## src/rtl/pmx_pkg.sv

```systemverilog
// Shared types for the multiplexed-bus pseudo-static RAM host controller.
// Assumes: nothing beyond IEEE 1800-2017.
package pmx_pkg;
    typedef enum logic [2:0] {
        ST_IDLE  = 3'd0,
        ST_AADDR = 3'd1,
        ST_ARD   = 3'd2,
        ST_AWR   = 3'd3,
        ST_SADDR = 3'd4,
        ST_SDAT  = 3'd5,
        ST_GAP   = 3'd6
    } pmx_state_e;
endpackage

```

## src/rtl/pmx_ce_guard.sv

```systemverilog
// Counts chip-select-low cycles of the current access and flags the last
// permitted cycle. Assumes CEM_CYC >= 2 and that ce_active drops between accesses.
module pmx_ce_guard #(
    parameter int CEM_CYC = 800
) (
    input  logic clk,
    input  logic rst_n,
    input  logic ce_active,
    output logic at_limit
);
    localparam int CW = $clog2(CEM_CYC + 1);
    localparam logic [CW-1:0] LIMIT = CW'(CEM_CYC - 1);

    logic [CW-1:0] ce_cnt;

    // Cycle count of the running chip-select-low period.
    always_ff @(posedge clk) begin
        if (!rst_n)         ce_cnt <= '0;
        else if (ce_active) ce_cnt <= ce_cnt + 1'b1;
        else                ce_cnt <= '0;
    end

    assign at_limit = ce_active && (ce_cnt == LIMIT);


    ce_cnt_stop_chk: assert property (@(posedge clk) disable iff (!rst_n)
        at_limit |=> !ce_active);
endmodule

```

## src/rtl/pmx_xfer_track.sv

```systemverilog
// Tracks the running word address, the words still owed and whether the
// current chip-select period has moved any word. Assumes step never occurs
// with nothing left to transfer.
module pmx_xfer_track #(
    parameter int AW = 22,
    parameter int LW = 8
) (
    input  logic          clk,
    input  logic          rst_n,
    input  logic          load,
    input  logic [AW-1:0] ld_addr,
    input  logic [LW-1:0] ld_len,
    input  logic          step,
    input  logic          chunk_clr,
    output logic [AW-1:0] cur_addr,
    output logic          more,
    output logic          last,
    output logic          chunk_any
);
    logic [LW-1:0] rem;

    // Address and remaining-count bookkeeping per word moved.
    always_ff @(posedge clk) begin
        if (!rst_n) begin
            cur_addr <= '0;
            rem      <= '0;
        end else if (load) begin
            cur_addr <= ld_addr;
            rem      <= ld_len;
        end else if (step) begin
            cur_addr <= cur_addr + 1'b1;
            rem      <= rem - 1'b1;
        end
    end

    // Marks that the running chip-select period has moved a word.
    always_ff @(posedge clk) begin
        if (!rst_n)                chunk_any <= 1'b0;
        else if (chunk_clr || load) chunk_any <= 1'b0;
        else if (step)             chunk_any <= 1'b1;
    end

    assign more = (rem != '0);
    assign last = (rem == LW'(1));


    rem_underflow_chk: assert property (@(posedge clk) disable iff (!rst_n)
        step |-> (rem != '0));
endmodule

```

## src/rtl/pmx_pin_drive.sv

```systemverilog
// Decodes the registered phase into memory pin levels and bus direction.
// Assumes AW >= 17 so the upper address lines are at least one bit wide.
module pmx_pin_drive
    import pmx_pkg::*;
#(
    parameter int AW = 22
) (
    input  pmx_state_e    state,
    input  logic          is_wr,
    input  logic [1:0]    be,
    input  logic [AW-1:0] cur_addr,
    input  logic [15:0]   wr_data,
    output logic          mem_clk_en,
    output logic          mem_ce_n,
    output logic          mem_adv_n,
    output logic          mem_oe_n,
    output logic          mem_we_n,
    output logic          mem_lb_n,
    output logic          mem_ub_n,
    output logic [AW-17:0] mem_a_hi,
    output logic [15:0]   mem_ad_out,
    output logic          mem_ad_oe
);
    logic addr_ph, sel;

    // Pin levels as a pure function of the current phase.
    always_comb begin
        addr_ph    = (state == ST_AADDR) || (state == ST_SADDR);
        sel        = addr_ph || (state == ST_ARD) || (state == ST_AWR) || (state == ST_SDAT);
        mem_ce_n   = !sel;
        mem_adv_n  = !addr_ph;
        mem_oe_n   = !((state == ST_ARD) || ((state == ST_SDAT) && !is_wr));
        mem_we_n   = !(is_wr && sel);
        mem_ad_oe  = addr_ph || (state == ST_AWR) || ((state == ST_SDAT) && is_wr);
        mem_ad_out = addr_ph ? cur_addr[15:0] : wr_data;
        mem_lb_n   = !(sel && be[0]);
        mem_ub_n   = !(sel && be[1]);
        mem_clk_en = (state == ST_SADDR) || (state == ST_SDAT);
        mem_a_hi   = cur_addr[AW-1:16];
    end
endmodule

```

## src/rtl/psram_mux_host.sv

```systemverilog
// Host controller for a pseudo-static RAM on a 16-bit multiplexed bus.
// Runs asynchronous single-word accesses and clocked bursts, paces bursts
// with the memory's wait, bounds chip-select-low time and enforces a
// chip-select-high gap after every access. Assumes T_ADDR+T_ACC and
// T_ADDR+T_WR fit in CEM_CYC, and that burst initial latency is shorter
// than CEM_CYC-1.
module psram_mux_host
    import pmx_pkg::*;
#(
    parameter int AW       = 22,
    parameter int LW       = 8,
    parameter int T_ADDR   = 2,
    parameter int T_ACC    = 14,
    parameter int T_WR     = 10,
    parameter int GAP_CYC  = 4,
    parameter int CEM_CYC  = 800,
    parameter bit WAIT_POL = 1'b1
) (
    input  logic          clk,
    input  logic          rst_n,
    input  logic          req_valid,
    output logic          req_ready,
    input  logic          req_write,
    input  logic          req_sync,
    input  logic [AW-1:0] req_addr,
    input  logic [LW-1:0] req_len,
    input  logic [1:0]    req_be,
    input  logic [15:0]   wr_data,
    output logic          wr_take,
    output logic          rd_valid,
    output logic [15:0]   rd_data,
    output logic          done,
    output logic          mem_clk_en,
    output logic          mem_ce_n,
    output logic          mem_adv_n,
    output logic          mem_oe_n,
    output logic          mem_we_n,
    output logic          mem_lb_n,
    output logic          mem_ub_n,
    output logic [AW-17:0] mem_a_hi,
    output logic [15:0]   mem_ad_out,
    output logic          mem_ad_oe,
    input  logic [15:0]   mem_ad_in,
    input  logic          mem_wait
);
    localparam int PH_MAX = (T_ACC > T_WR ? T_ACC : T_WR) + T_ADDR + GAP_CYC;
    localparam int PW     = $clog2(PH_MAX + 1);
    localparam logic [PW-1:0] LIM_ADDR = PW'(T_ADDR - 1);
    localparam logic [PW-1:0] LIM_ACC  = PW'(T_ACC - 1);
    localparam logic [PW-1:0] LIM_WR   = PW'(T_WR - 1);
    localparam logic [PW-1:0] LIM_GAP  = PW'(GAP_CYC - 1);
    localparam int RW = $clog2(CEM_CYC + 2);
    localparam int GW = $clog2(GAP_CYC + 2);

    pmx_state_e    state, nxt;
    logic [PW-1:0] ph_cnt, ph_lim;
    logic          ph_last;
    logic          is_wr, is_sync;
    logic [1:0]    be_q;
    logic          load, step, more, last, chunk_any, at_limit;
    logic          wait_act, wait_ok, sync_xfer, arx_done, awx_done, sdat_end;
    logic [AW-1:0] cur_addr;

    pmx_xfer_track #(.AW(AW), .LW(LW)) i_track (
        .clk(clk), .rst_n(rst_n), .load(load), .ld_addr(req_addr),
        .ld_len(req_len), .step(step), .chunk_clr(state == ST_GAP),
        .cur_addr(cur_addr), .more(more), .last(last), .chunk_any(chunk_any)
    );

    pmx_ce_guard #(.CEM_CYC(CEM_CYC)) i_guard (
        .clk(clk), .rst_n(rst_n), .ce_active(!mem_ce_n), .at_limit(at_limit)
    );

    pmx_pin_drive #(.AW(AW)) i_pins (
        .state(state), .is_wr(is_wr), .be(be_q), .cur_addr(cur_addr),
        .wr_data(wr_data), .mem_clk_en(mem_clk_en), .mem_ce_n(mem_ce_n),
        .mem_adv_n(mem_adv_n), .mem_oe_n(mem_oe_n), .mem_we_n(mem_we_n),
        .mem_lb_n(mem_lb_n), .mem_ub_n(mem_ub_n), .mem_a_hi(mem_a_hi),
        .mem_ad_out(mem_ad_out), .mem_ad_oe(mem_ad_oe)
    );

    // Phase length selection and word-movement events.
    always_comb begin
        unique case (state)
            ST_AADDR: ph_lim = LIM_ADDR;
            ST_ARD:   ph_lim = LIM_ACC;
            ST_AWR:   ph_lim = LIM_WR;
            ST_GAP:   ph_lim = LIM_GAP;
            default:  ph_lim = '0;
        endcase
        ph_last   = (ph_cnt == ph_lim);
        wait_act  = (mem_wait == WAIT_POL);
        wait_ok   = !wait_act;
        sync_xfer = (state == ST_SDAT) && wait_ok;
        arx_done  = (state == ST_ARD) && ph_last;
        awx_done  = (state == ST_AWR) && ph_last;
        step      = sync_xfer || arx_done || awx_done;
        wr_take   = is_wr && (sync_xfer || awx_done);
        sdat_end  = (state == ST_SDAT) &&
                    ((wait_ok && last) || at_limit || (wait_act && chunk_any));
        req_ready = (state == ST_IDLE);
    end

    // Next-phase selection.
    always_comb begin
        nxt  = state;
        load = 1'b0;
        unique case (state)
            ST_IDLE: if (req_valid && (req_len != '0)) begin
                load = 1'b1;
                nxt  = req_sync ? ST_SADDR : ST_AADDR;
            end
            ST_AADDR: if (ph_last) nxt = is_wr ? ST_AWR : ST_ARD;
            ST_ARD, ST_AWR: if (ph_last) nxt = ST_GAP;
            ST_SADDR: nxt = ST_SDAT;
            ST_SDAT: if (sdat_end) nxt = ST_GAP;
            ST_GAP: if (ph_last) nxt = !more ? ST_IDLE : (is_sync ? ST_SADDR : ST_AADDR);
            default: nxt = ST_IDLE;
        endcase
    end

    // Phase register and in-phase cycle counter.
    always_ff @(posedge clk) begin
        if (!rst_n) begin
            state  <= ST_IDLE;
            ph_cnt <= '0;
        end else begin
            state  <= nxt;
            ph_cnt <= (nxt != state) ? '0 : ph_cnt + 1'b1;
        end
    end

    // Request attributes held for the whole transfer.
    always_ff @(posedge clk) begin
        if (!rst_n) begin
            is_wr   <= 1'b0;
            is_sync <= 1'b0;
            be_q    <= 2'b00;
        end else if (state == ST_IDLE && req_valid) begin
            is_wr   <= req_write;
            is_sync <= req_sync;
            be_q    <= req_be;
        end
    end

    // Read return and completion pulse.
    always_ff @(posedge clk) begin
        if (!rst_n) begin
            rd_valid <= 1'b0;
            rd_data  <= '0;
            done     <= 1'b0;
        end else begin
            rd_valid <= !is_wr && (sync_xfer || arx_done);
            if (!is_wr && (sync_xfer || arx_done)) rd_data <= mem_ad_in;
            done <= ((state == ST_GAP) && ph_last && !more) ||
                    ((state == ST_IDLE) && req_valid && (req_len == '0));
        end
    end

    // Checker counters: chip-select run lengths seen at the pins.
    logic [RW-1:0] ce_low_run;
    logic [GW-1:0] ce_high_run;
    always_ff @(posedge clk) begin
        if (!rst_n) begin
            ce_low_run  <= '0;
            ce_high_run <= GW'(GAP_CYC);
        end else begin
            ce_low_run  <= mem_ce_n ? '0 :
                           (ce_low_run == RW'(CEM_CYC + 1) ? ce_low_run : ce_low_run + 1'b1);
            ce_high_run <= !mem_ce_n ? '0 :
                           (ce_high_run == GW'(GAP_CYC + 1) ? ce_high_run : ce_high_run + 1'b1);
        end
    end


    ce_low_limit_chk: assert property (@(posedge clk) disable iff (!rst_n)
        !mem_ce_n |-> (ce_low_run < RW'(CEM_CYC)));

    ce_gap_chk: assert property (@(posedge clk) disable iff (!rst_n)
        $fell(mem_ce_n) |-> (ce_high_run >= GW'(GAP_CYC)));

    gap_clk_off_chk: assert property (@(posedge clk) disable iff (!rst_n)
        mem_ce_n |-> !mem_clk_en);

    async_clk_chk: assert property (@(posedge clk) disable iff (!rst_n)
        (!mem_ce_n && !is_sync) |-> !mem_clk_en);

    adv_oe_chk: assert property (@(posedge clk) disable iff (!rst_n)
        !mem_adv_n |-> (mem_oe_n && mem_ad_oe));

    no_contention_chk: assert property (@(posedge clk) disable iff (!rst_n)
        !mem_oe_n |-> !mem_ad_oe);

    sync_wait_chk: assert property (@(posedge clk) disable iff (!rst_n)
        (rd_valid && $past(mem_clk_en)) |-> ($past(mem_wait) != WAIT_POL));

    stall_end_chk: assert property (@(posedge clk) disable iff (!rst_n)
        ((state == ST_SDAT) && wait_act && chunk_any) |=> mem_ce_n);
endmodule

```

## config.mk

```make
export PLATFORM = sky130hd
export DESIGN_NAME = psram_mux_host
export DESIGN_NICKNAME = d
export VERILOG_FILES = /design/src/rtl/pmx_pkg.sv /design/src/rtl/pmx_ce_guard.sv /design/src/rtl/pmx_xfer_track.sv /design/src/rtl/pmx_pin_drive.sv /design/src/rtl/psram_mux_host.sv
export SDC_FILE = /design/constraint.sdc
export NUM_CORES = 1
export LEC_CHECK = 0
export CORE_ASPECT_RATIO = 1.75
export CORE_MARGIN = 2
export CORE_UTILIZATION = 51
export CTS_BUF_LIST = sky130_fd_sc_hd__clkbuf_16
export CTS_CLUSTER_DIAMETER = 120
export DETAILED_ROUTE_END_ITERATION = 10
export HOLD_SLACK_MARGIN = 0.1
export PLACE_DENSITY_LB_ADDON = 0.12
export SYNTH_ARGS = -nofsm -noshare
export SYNTH_HDL_FRONTEND = slang
export SYNTH_SLANG_ARGS = --single-unit
```

## constraint.sdc

```tcl
create_clock -name clk -period 6.8 [get_ports clk]
set_input_delay 1.36 -clock clk [delete_from_list [all_inputs] [get_ports clk]]
set_output_delay 1.36 -clock clk [all_outputs]
set_load 0.02 [all_outputs]
```

## Yosys cells after proc, flatten, opt, wreduce, memory -nomap -nowiden

Index checks and enable logic that the tools add are counted.
Widths: inputs -> output; s select.

- Bits in registers: 71
- Bits of input ports: 70
- Word-level logic and storage cells: 97

- Add/sub/neg operators: 4
- Eq/ne operators: 10
- Multiplexer cells: 18
- Bitwise logic cells: 1
- Reduce and logical (&&, ||, !) cells: 52

Operator list:

| kind | count |
|---|---|
| $mux 22 | 2 |
| $mux 3 | 8 |
| $add 22x1->22 const B | 1 |
| $logic_and 1x1->1 | 19 |
| $pmux 3 s6 | 1 |
| $mux 16 | 1 |
| $mux 8 | 2 |
| $pmux 4 s4 | 1 |
| $reduce_bool 8->1 | 2 |
| $logic_or 1x1->1 | 15 |
| $add 10x1->10 const B | 1 |
| $eq 10x10->1 const B | 1 |
| $eq 3x3->1 const B | 3 |
| $logic_not 1->1 | 9 |
| $eq 8x1->1 const B | 1 |
| $logic_not 8->1 | 1 |
| $sub 8x1->8 const B | 1 |
| $eq 3x2->1 const B | 2 |
| $reduce_or 2->1 | 3 |
| $add 5x1->5 const B | 1 |
| $eq 5x5->1 | 1 |
| $eq 3x1->1 const B | 1 |
| $logic_not 3->1 | 1 |
| $mux 1 | 3 |
| other kinds (4) | 4 |

## Logic depth before layout (Yosys ltp)

Gate-level depths: netlist of the first run.

- Depth after elaboration: 13
- Mapped depth: 9

## Modules after synthesis

A second synthesis of the first run with hierarchy kept.

- Cells, all modules: 458
- Area, all modules: 3948.8 um^2

Modules (own cells, without submodules):

| module | times used | cells each | area an instance (um^2) | sequential area each (um^2) |
|---|---|---|---|---|
| pmx_xfer_track | 1 | 198 | 1637.8 | 620.6 |
| psram_mux_host | 1 | 175 | 1524.0 | 600.6 |
| pmx_ce_guard | 1 | 47 | 420.4 | 200.2 |
| pmx_pin_drive | 1 | 38 | 366.6 | 0.0 |

## Worst setup path before layout of the first run

No wires, ideal clock.

- Path kind: input to output
- From: in mem_wait
- To: out wr_take
- Arrival: 2.683 ns
- Path slack: 2.757 ns
- Cell stages on the path: 5
- Cells stage by stage: or3_1 > clkbuf_1 > nand2_1 > buf_2 > and3_1

- Word-level cells in the longest chain between the ends: 4

RTL lines:

| item | line | text |
|---|---|---|
| from (decl) | psram_mux_host.sv:44 | `input logic mem_wait` |
| $logic_not 1->1 | psram_mux_host.sv:93 | `wait_ok = !wait_act;` |
| $logic_and 1x1->1 | psram_mux_host.sv:94 | `sync_xfer = (state == ST_SDAT) && wait_ok;` |
| $logic_or 1x1->1 | psram_mux_host.sv:98 | `wr_take = is_wr && (sync_xfer \|\| awx_done);` |
| $logic_and 1x1->1 | psram_mux_host.sv:98 |  |
| to (decl) | psram_mux_host.sv:29 | `output logic wr_take,` |

Every way passes these cells.

## Worst setup path in the final report of the first run

Same ends and word-level chain as after synthesis.

==> out/qor.csv, run 1 <==
stage,metric,value,unit
cells_and_area,Synth-to-Final Area Change,39.5,%
global_routing,met1 GRT Util,27.7,%
sta,Worst slew margin,28.3,%
job,maxcap violations,0,
critical_path,Worst R2R Setup Slack,3.75,ns
logic_synthesis,Synth Warn #,0,
sta,clock skew,0.00420,ns
pwr,clock group share of total power,27.6,%
pwr,VDD IR max,238,uV
routing,Via density,5.84,
sta,Final Max Tran Viols,0,
cells_and_area,"commonest non-fill, non-tap cells in the layout","clkdlybuf4s50_1, dfxtp_1, nor2_1",
critical_path,Worst R2R Path Depth,5,
global_routing,grt peak-use layer,met2,
critical_path,slowest CP cell,or3_1,
pwr,combinational power share,40.0,%
pwr,Sw Share,36.1,%
global_routing,GR Util met2,46.7,%
place,placed insts,638,
routing,ANT nets after route,0,
clock_network,CTS max path bufs,2,
logic_synthesis,Cell variety after synth,60,
cells_and_area,"most common cell after layout, fill and taps aside",clkdlybuf4s50_1,
cells_and_area,share of post-route cells with drive strength above 1,9.72,%
routing,DR iter-0 viols,274,
cells_and_area,number of fill cells,614,
global_routing,vias in the first global route,3758,
cells_and_area,Layout Cells excl Fill,654,
global_routing,GRT Util Overall,26.0,%
clock_network,post-cts resize count,0,
cells_and_area,n_diodes,0,
pwr,P_leak,1.89,nW
hold_path,Hold Crit Start,i_guard.ce_cnt[0],
pwr,Net Sw Power,0.000651,W
logic_synthesis,Post-Syn Instances,454,
global_routing,first-pass GRT wire length,17400,um
hold_path,Hold Crit Class,reg -> reg,
logic_synthesis,Main synth FF type,dfxtp_1,
place,hpwl dp,7860,um
logic_synthesis,"Seq/Total Area, Yosys",36.7,%
logic_synthesis,"FFs w/ async S/R, synth",0,%
place,Final GP Congestion,0.896,
sta,Max Fclk,194,MHz
sta,Final setup viols,0,
sta,Final period util,75.7,%
logic_synthesis,Post-synth EDFFs,0,
floorplan,Row Count,42,
critical_path,crit path max fanout,14,
logic_synthesis,Synth area leaders,"dfxtp_1, mux2_2, mux2i_1",
critical_path,Crit Path Class,in -> out,
cells_and_area,Nets,637,
clock_network,"Hold-fix buffers, CTS",0,
pwr,PD cells,333,mW/mm^2
clock_network,H-tree depth,3,
critical_path,r2r startpoint,state[2],
pwr,Int Power,0.00115,W
sta,RSZ-0062 raised after global routing,no,
clock_network,"Clk Latency, worst-skew pair",0.34,ns
logic_synthesis,Post-Syn Area per Cell,8.54,um^2
sta,setup TNS,0,ns
sta,Tmin final,5.15,ns
global_routing,met3 GRT Util,5.08,%
floorplan,core area,0.00746,mm^2
outcome,status,"complete, no violations",
routing,"wirelength, routed",10800,um
clock_network,CTS tree,built,
logic_synthesis,post-synth top area share,36.7,%
critical_path,most frequent CP cell,clkdlybuf4s50_1,
logic_synthesis,Synth Net Count,530,
critical_path,Slowest Stage Delay on Critical Path,0.67,ns
sta,Slew @ Worst Pin,1.08,ns
routing,routed vias,3818,
routing,drt drc,0,
logic_synthesis,"area leader, netlist",dfxtp_1,
floorplan,die area,0.00834,mm^2
critical_path,"Cell Chain, Critical Path","clkdlybuf4s50_1, or3_1, nand2_1, and3_1, clkdlybuf4s50_1",
floorplan,I/O pin count,120,
critical_path,RR Endpoint,rd_data[0],
clock_network,Root Buffer,clkbuf_16,
critical_path,"Req. time, crit path",5.44,ns
floorplan,Die Y-Extent,119,um
clock_network,CTS Sinks,71,
sta,Fin. Hold Viols,0,
critical_path,Startpoint Class,primary input,
global_routing,largest net degree at the start of global routing,37,
hold_path,end of the worst hold path,i_guard.ce_cnt[0],
critical_path,Crit. End Element,primary output,
place,number of port buffers,119,
routing,Routed WL per cell,16.5,um
floorplan,Die Span X,69.9,um
hold_path,hold depth,1,
routing,first drt pass iteration count,5,
global_routing,global route overflow,0,
clock_network,clock input transition at the sequential cells of the worst setup and hold paths,0.06,ns
pwr,Seq pwr share,32.4,%
clock_network,"Setup Fix Bufs, Post-CTS",0,
global_routing,initial antenna violation count,0,
clock_network,CTS Buf Count,9,
critical_path,Worst EP arrival,3.79,ns
floorplan,Initial Util,52.0,%
logic_synthesis,register bit total from synthesis,71,
logic_synthesis,cell area after synthesis,0.00388,mm^2
synth_stat cells (3+ instances only):
cell type / number
clkbuf_1: 17
o211ai_1: 5
mux2_2: 19
ha_1: 6
or3_1: 5
buf_2: 4
nor4_1: 3
nand3_1: 28
mux2i_1: 20
nand2b_1: 6
a21o_1: 3
inv_1: 9
o21ai_0: 20
dfxtp_1: 71
nor3_1: 16
nand3b_1: 4
a21oi_1: 20
a2111oi_2: 3
a211oi_1: 8
a31oi_1: 9
and2_1: 5
buf_4: 6
nand4_1: 10
xor2_1: 12
and3_1: 8
xnor2_1: 12
nand2_1: 33
o21ai_1: 4
nor2_1: 49
worst max path at each step:
stage | startpoint | endpoint | slack (ns) | cells past startpoint
5_1_grt | mem_wait | wr_take | 1.53 | 5
6_report | mem_wait | wr_take | 1.65 | 5
2_1_floorplan | mem_wait | wr_take | 2.76 | 5
4_1_cts | mem_wait | wr_take | 1.66 | 5
3_3_place_gp | mem_wait | wr_take | 1.69 | 5
3_5_place_dp | mem_wait | wr_take | 1.67 | 5
through the flow:
step	area (um^2)	hold slack [ns]	util [%]	setup WS (ns)	power [W]
floorplan	3880	0.418	-	2.76	0.00103
global placement	5090	0.427	68.3	1.69	0.00129
detailed placement	5090	0.447	68.3	1.67	0.00130
CTS	5410	0.457	72.5	1.66	0.00181
global route	5410	0.484	72.5	1.53	0.00190
finish	5410	0.455	72.5	1.65	0.00180
power groups by stage:
stage | registers [W] | logic (W) | clock network, W
final | 0.000584 | 0.000720 | 0.000498
after global routing | 0.000597 | 0.000778 | 0.000522
after CTS | 0.000582 | 0.000719 | 0.000504
after detailed placement | 0.000591 | 0.000714 | 0
after global placement | 0.000587 | 0.000700 | 0
after floorplan | 0.000554 | 0.000479 | 0
per-layer routing:
layer / up-vias / routed length, um
met3: 34 / 608
met5: - / 0
met2: 154 / 5810
li1: 1865 / -
met1: 1765 / 4050
met4: 0 / 347
kinds of logic after synthesis:
family,synth area share (%)
AND/OR/NAND/NOR,22.9
AO/OA/AOI/OAI,17.7
flip-flops,36.7
buffers and inverters,4.68
multiplexers,10.7
XOR/XNOR,5.42
adder cells (fa/ha/maj),1.94
critical path, delay by kind of cell:
kind          cells  cell delay (ns)
simple gates      3             1.36
buf+inv           2             1.06
flip-flops by register name (all words and copies together), names as in the netlist:
name,cells
ph_cnt,5
done,1
is_wr,1
is_sync,1
rd_data,16
i_track.cur_addr,22
be_q,2
state,3
i_track.rem,8
i_guard.ce_cnt,10
rd_valid,1
i_track.chunk_any,1
layout make-up:
type                       instances  area, um^2  share of cell area (%)
clock inverter                     7        88.8                    1.64
tap                               88         110                    2.04
timing repair buffer             125        1240                    22.9
sequential                        71        1420                    26.3
inverter                          10        37.5                   0.694
multi-input combinational        344        2290                    42.3
clock buffer                       9         225                    4.16
(Power assumes the default switching activity.)
==> run 2, diff against run 1 <==
CORE_UTILIZATION = 43   (was 51)
clock period = 4.4 ns   (was 6.8 ns; I/O delays follow)
==> out/qor.csv, run 2 (synthesis gave the netlist of run 1 again) <==
stage,metric,value,unit,change
sta,Final setup viols,0,,unchanged
clock_network,clock input transition at the sequential cells of the worst setup and hold paths,0.05,ns,about the same
clock_network,Root Buffer,clkbuf_16,,
floorplan,core area,0.00873,mm^2,+17%
place,hpwl dp,8510,um,+8.3%
cells_and_area,share of post-route cells with drive strength above 1,10.3,%,+0.62 points
cells_and_area,Sequential Area,0.00142,mm^2,unchanged
global_routing,GRT Util Overall,24.0,%,-2.0 points
routing,DR iter-0 viols,176,,-36%
cells_and_area,"most common cell after layout, fill and taps aside",clkdlybuf4s50_1,,
routing,Routed WL per cell,16.4,um,-0.97%
clock_network,"Setup Fix Bufs, Post-CTS",0,,unchanged
global_routing,GR Util met2,43.2,%,-3.5 points
global_routing,global route overflow,0,,unchanged
pwr,PD cells,500,mW/mm^2,+50%
cells_and_area,n_diodes,0,,unchanged
floorplan,Row Count,45,,+7.1%
cells_and_area,Largest regs,"i_track.cur_addr (22), rd_data (16), i_guard.ce_cnt (10)",,
clock_network,"Hold-fix buffers, CTS",0,,unchanged
global_routing,largest net degree at the start of global routing,31,,-16%
clock_network,CTS tree,built,,
routing,routed vias,3831,,+0.34%
sta,Tmin final,3.93,ns,
routing,Via density,5.57,,-4.6%
routing,drt drc,0,,unchanged
pwr,VDD IR max,285,uV,+20%
sta,Worst slew margin,47.8,%,+20 points
routing,first drt pass iteration count,4,,-1
global_routing,vias in the first global route,3903,,+3.9%
hold_path,end of the worst hold path,i_guard.ce_cnt[0],,
sta,Slew @ Worst Pin,0.777,ns,-0.299 ns
cells_and_area,Layout Cells excl Fill,688,,+5.2%
place,placed insts,672,,+5.3%
hold_path,Hold Crit Class,reg -> reg,,
place,Final GP Congestion,0.916,,+2.2%
cells_and_area,final instance area,0.00545,mm^2,+0.83%
global_routing,initial antenna violation count,0,,unchanged
cells_and_area,Nets,642,,+0.78%
clock_network,H-tree depth,3,,unchanged
sta,Final Max Tran Viols,0,,unchanged
cells_and_area,fin util,62.5,%,-10 points
clock_network,"Clk Latency, worst-skew pair",0.33,ns,about the same
critical_path,Worst R2R Path Depth,7,,+2
sta,Max Fclk,255,MHz,
critical_path,Worst EP arrival,3.05,ns,-0.74 ns
cells_and_area,Synth-to-Final Area Change,40.6,%,
job,maxcap violations,0,,unchanged
critical_path,"Req. time, crit path",3.52,ns,-1.92 ns
sta,clock skew,0.00512,ns,+0.000915 ns
pwr,P_leak,1.90,nW,+0.50%
floorplan,Initial Util,44.4,%,-7.5 points
critical_path,Startpoint Class,flop,,
sta,Final period util,89.2,%,
hold_path,hold depth,1,,unchanged
cells_and_area,number of fill cells,760,,+24%
critical_path,Crit Path Class,reg -> out,,
outcome,status,"complete, no violations",,
clock_network,CTS Buf Count,9,,unchanged
cells_and_area,max reg flops,22,,unchanged
clock_network,CTS Sinks,71,,unchanged
place,placed cell area,0.00517,mm^2,+1.5%
critical_path,crit path max fanout,17,,+3
cells_and_area,"commonest non-fill, non-tap cells in the layout","clkdlybuf4s50_1, dfxtp_1, nor2_1",,
floorplan,Die Span X,75.8,um,+8.4%
global_routing,first-pass GRT wire length,18000,um,+3.5%
routing,"wirelength, routed",11300,um,+4.2%
place,number of port buffers,119,,unchanged
floorplan,I/O pin count,120,,unchanged
cells_and_area,Largest Register,i_track.cur_addr,,
sta,RSZ-0062 raised after global routing,no,,
hold_path,Hold Crit Start,i_guard.ce_cnt[0],,
global_routing,grt peak-use layer,met2,,
cells_and_area,Multi-input gate area,0.00229,mm^2,+0.16%
critical_path,r2r startpoint,state[1],,
global_routing,met1 GRT Util,24.3,%,-3.4 points
critical_path,Crit. End Element,primary output,,
sta,setup TNS,0,ns,unchanged
sta,Fin. Hold Viols,0,,unchanged
floorplan,die area,0.00982,mm^2,+18%
clock_network,CTS max path bufs,2,,unchanged
critical_path,Worst R2R Setup Slack,1.60,ns,-2.15 ns
critical_path,RR Endpoint,i_track.rem[6],,
clock_network,post-cts resize count,0,,unchanged
routing,ANT nets after route,0,,unchanged
global_routing,met3 GRT Util,5.52,%,+0.44 points
floorplan,Die Y-Extent,130,um,+8.6%
[run 2: report_power, final]
group | total, W | switching, W | leakage (nW) | internal (W)
clock network | 0.000689 | 0.000261 | 0.141 | 0.000428
logic | 0.00114 | 0.000589 | 1.18 | 0.000546
registers | 0.000905 | 0.000153 | 0.579 | 0.000752
total | 0.00273 | 0.00100 | 1.90 | 0.00173
[run 2: layout make-up]
type | instances | area share, %
multi-input combinational | 344 | 42.0
tap | 117 | 2.68
clock buffer | 9 | 4.13
clock inverter | 7 | 1.03
sequential | 71 | 26.1
timing repair buffer | 130 | 23.4
inverter | 10 | 0.688
[run 2: per-stage QoR]
stage	hold slack, ns	power (W)	setup WS, ns
after floorplan	0.418	0.00160	1.32
after global placement	0.433	0.00202	0.752
after detailed placement	0.448	0.00205	0.762
after CTS	0.458	0.00275	0.488
after global routing	0.482	0.00289	0.317
final	0.463	0.00273	0.474
[run 2: how the worst max path moves through the flow]
stage                        start      end  slack (ns)  cells past startpoint
final                     state[1]  wr_take        0.47                      7
after floorplan           mem_wait  wr_take        1.32                      5
after global placement    mem_wait  wr_take        0.75                      6
after global routing      state[1]  wr_take        0.32                      7
after detailed placement  mem_wait  wr_take        0.76                      6
after CTS                 state[1]  wr_take        0.49                      7
[run 2: worst max-delay path: stages, from the launching register on]
cell             delay (ns)
dfxtp_1                0.67
nor2b_1                0.31
o2bb2ai_1              0.18
mux2i_1                0.13
or3_4                  0.52
nand2_1                0.12
and3_1                 0.16
clkdlybuf4s50_1        0.62
[run 2: per-layer routing]
layer / wire length [um] / share of wire, % / vias up
li1: - / - / 1868
met1: 4200 / 37 / 1807
met2: 5980 / 53 / 125
met3: 610 / 5.4 / 31
met4: 474 / 4.2 / 0
met5: 0 / 0 / -
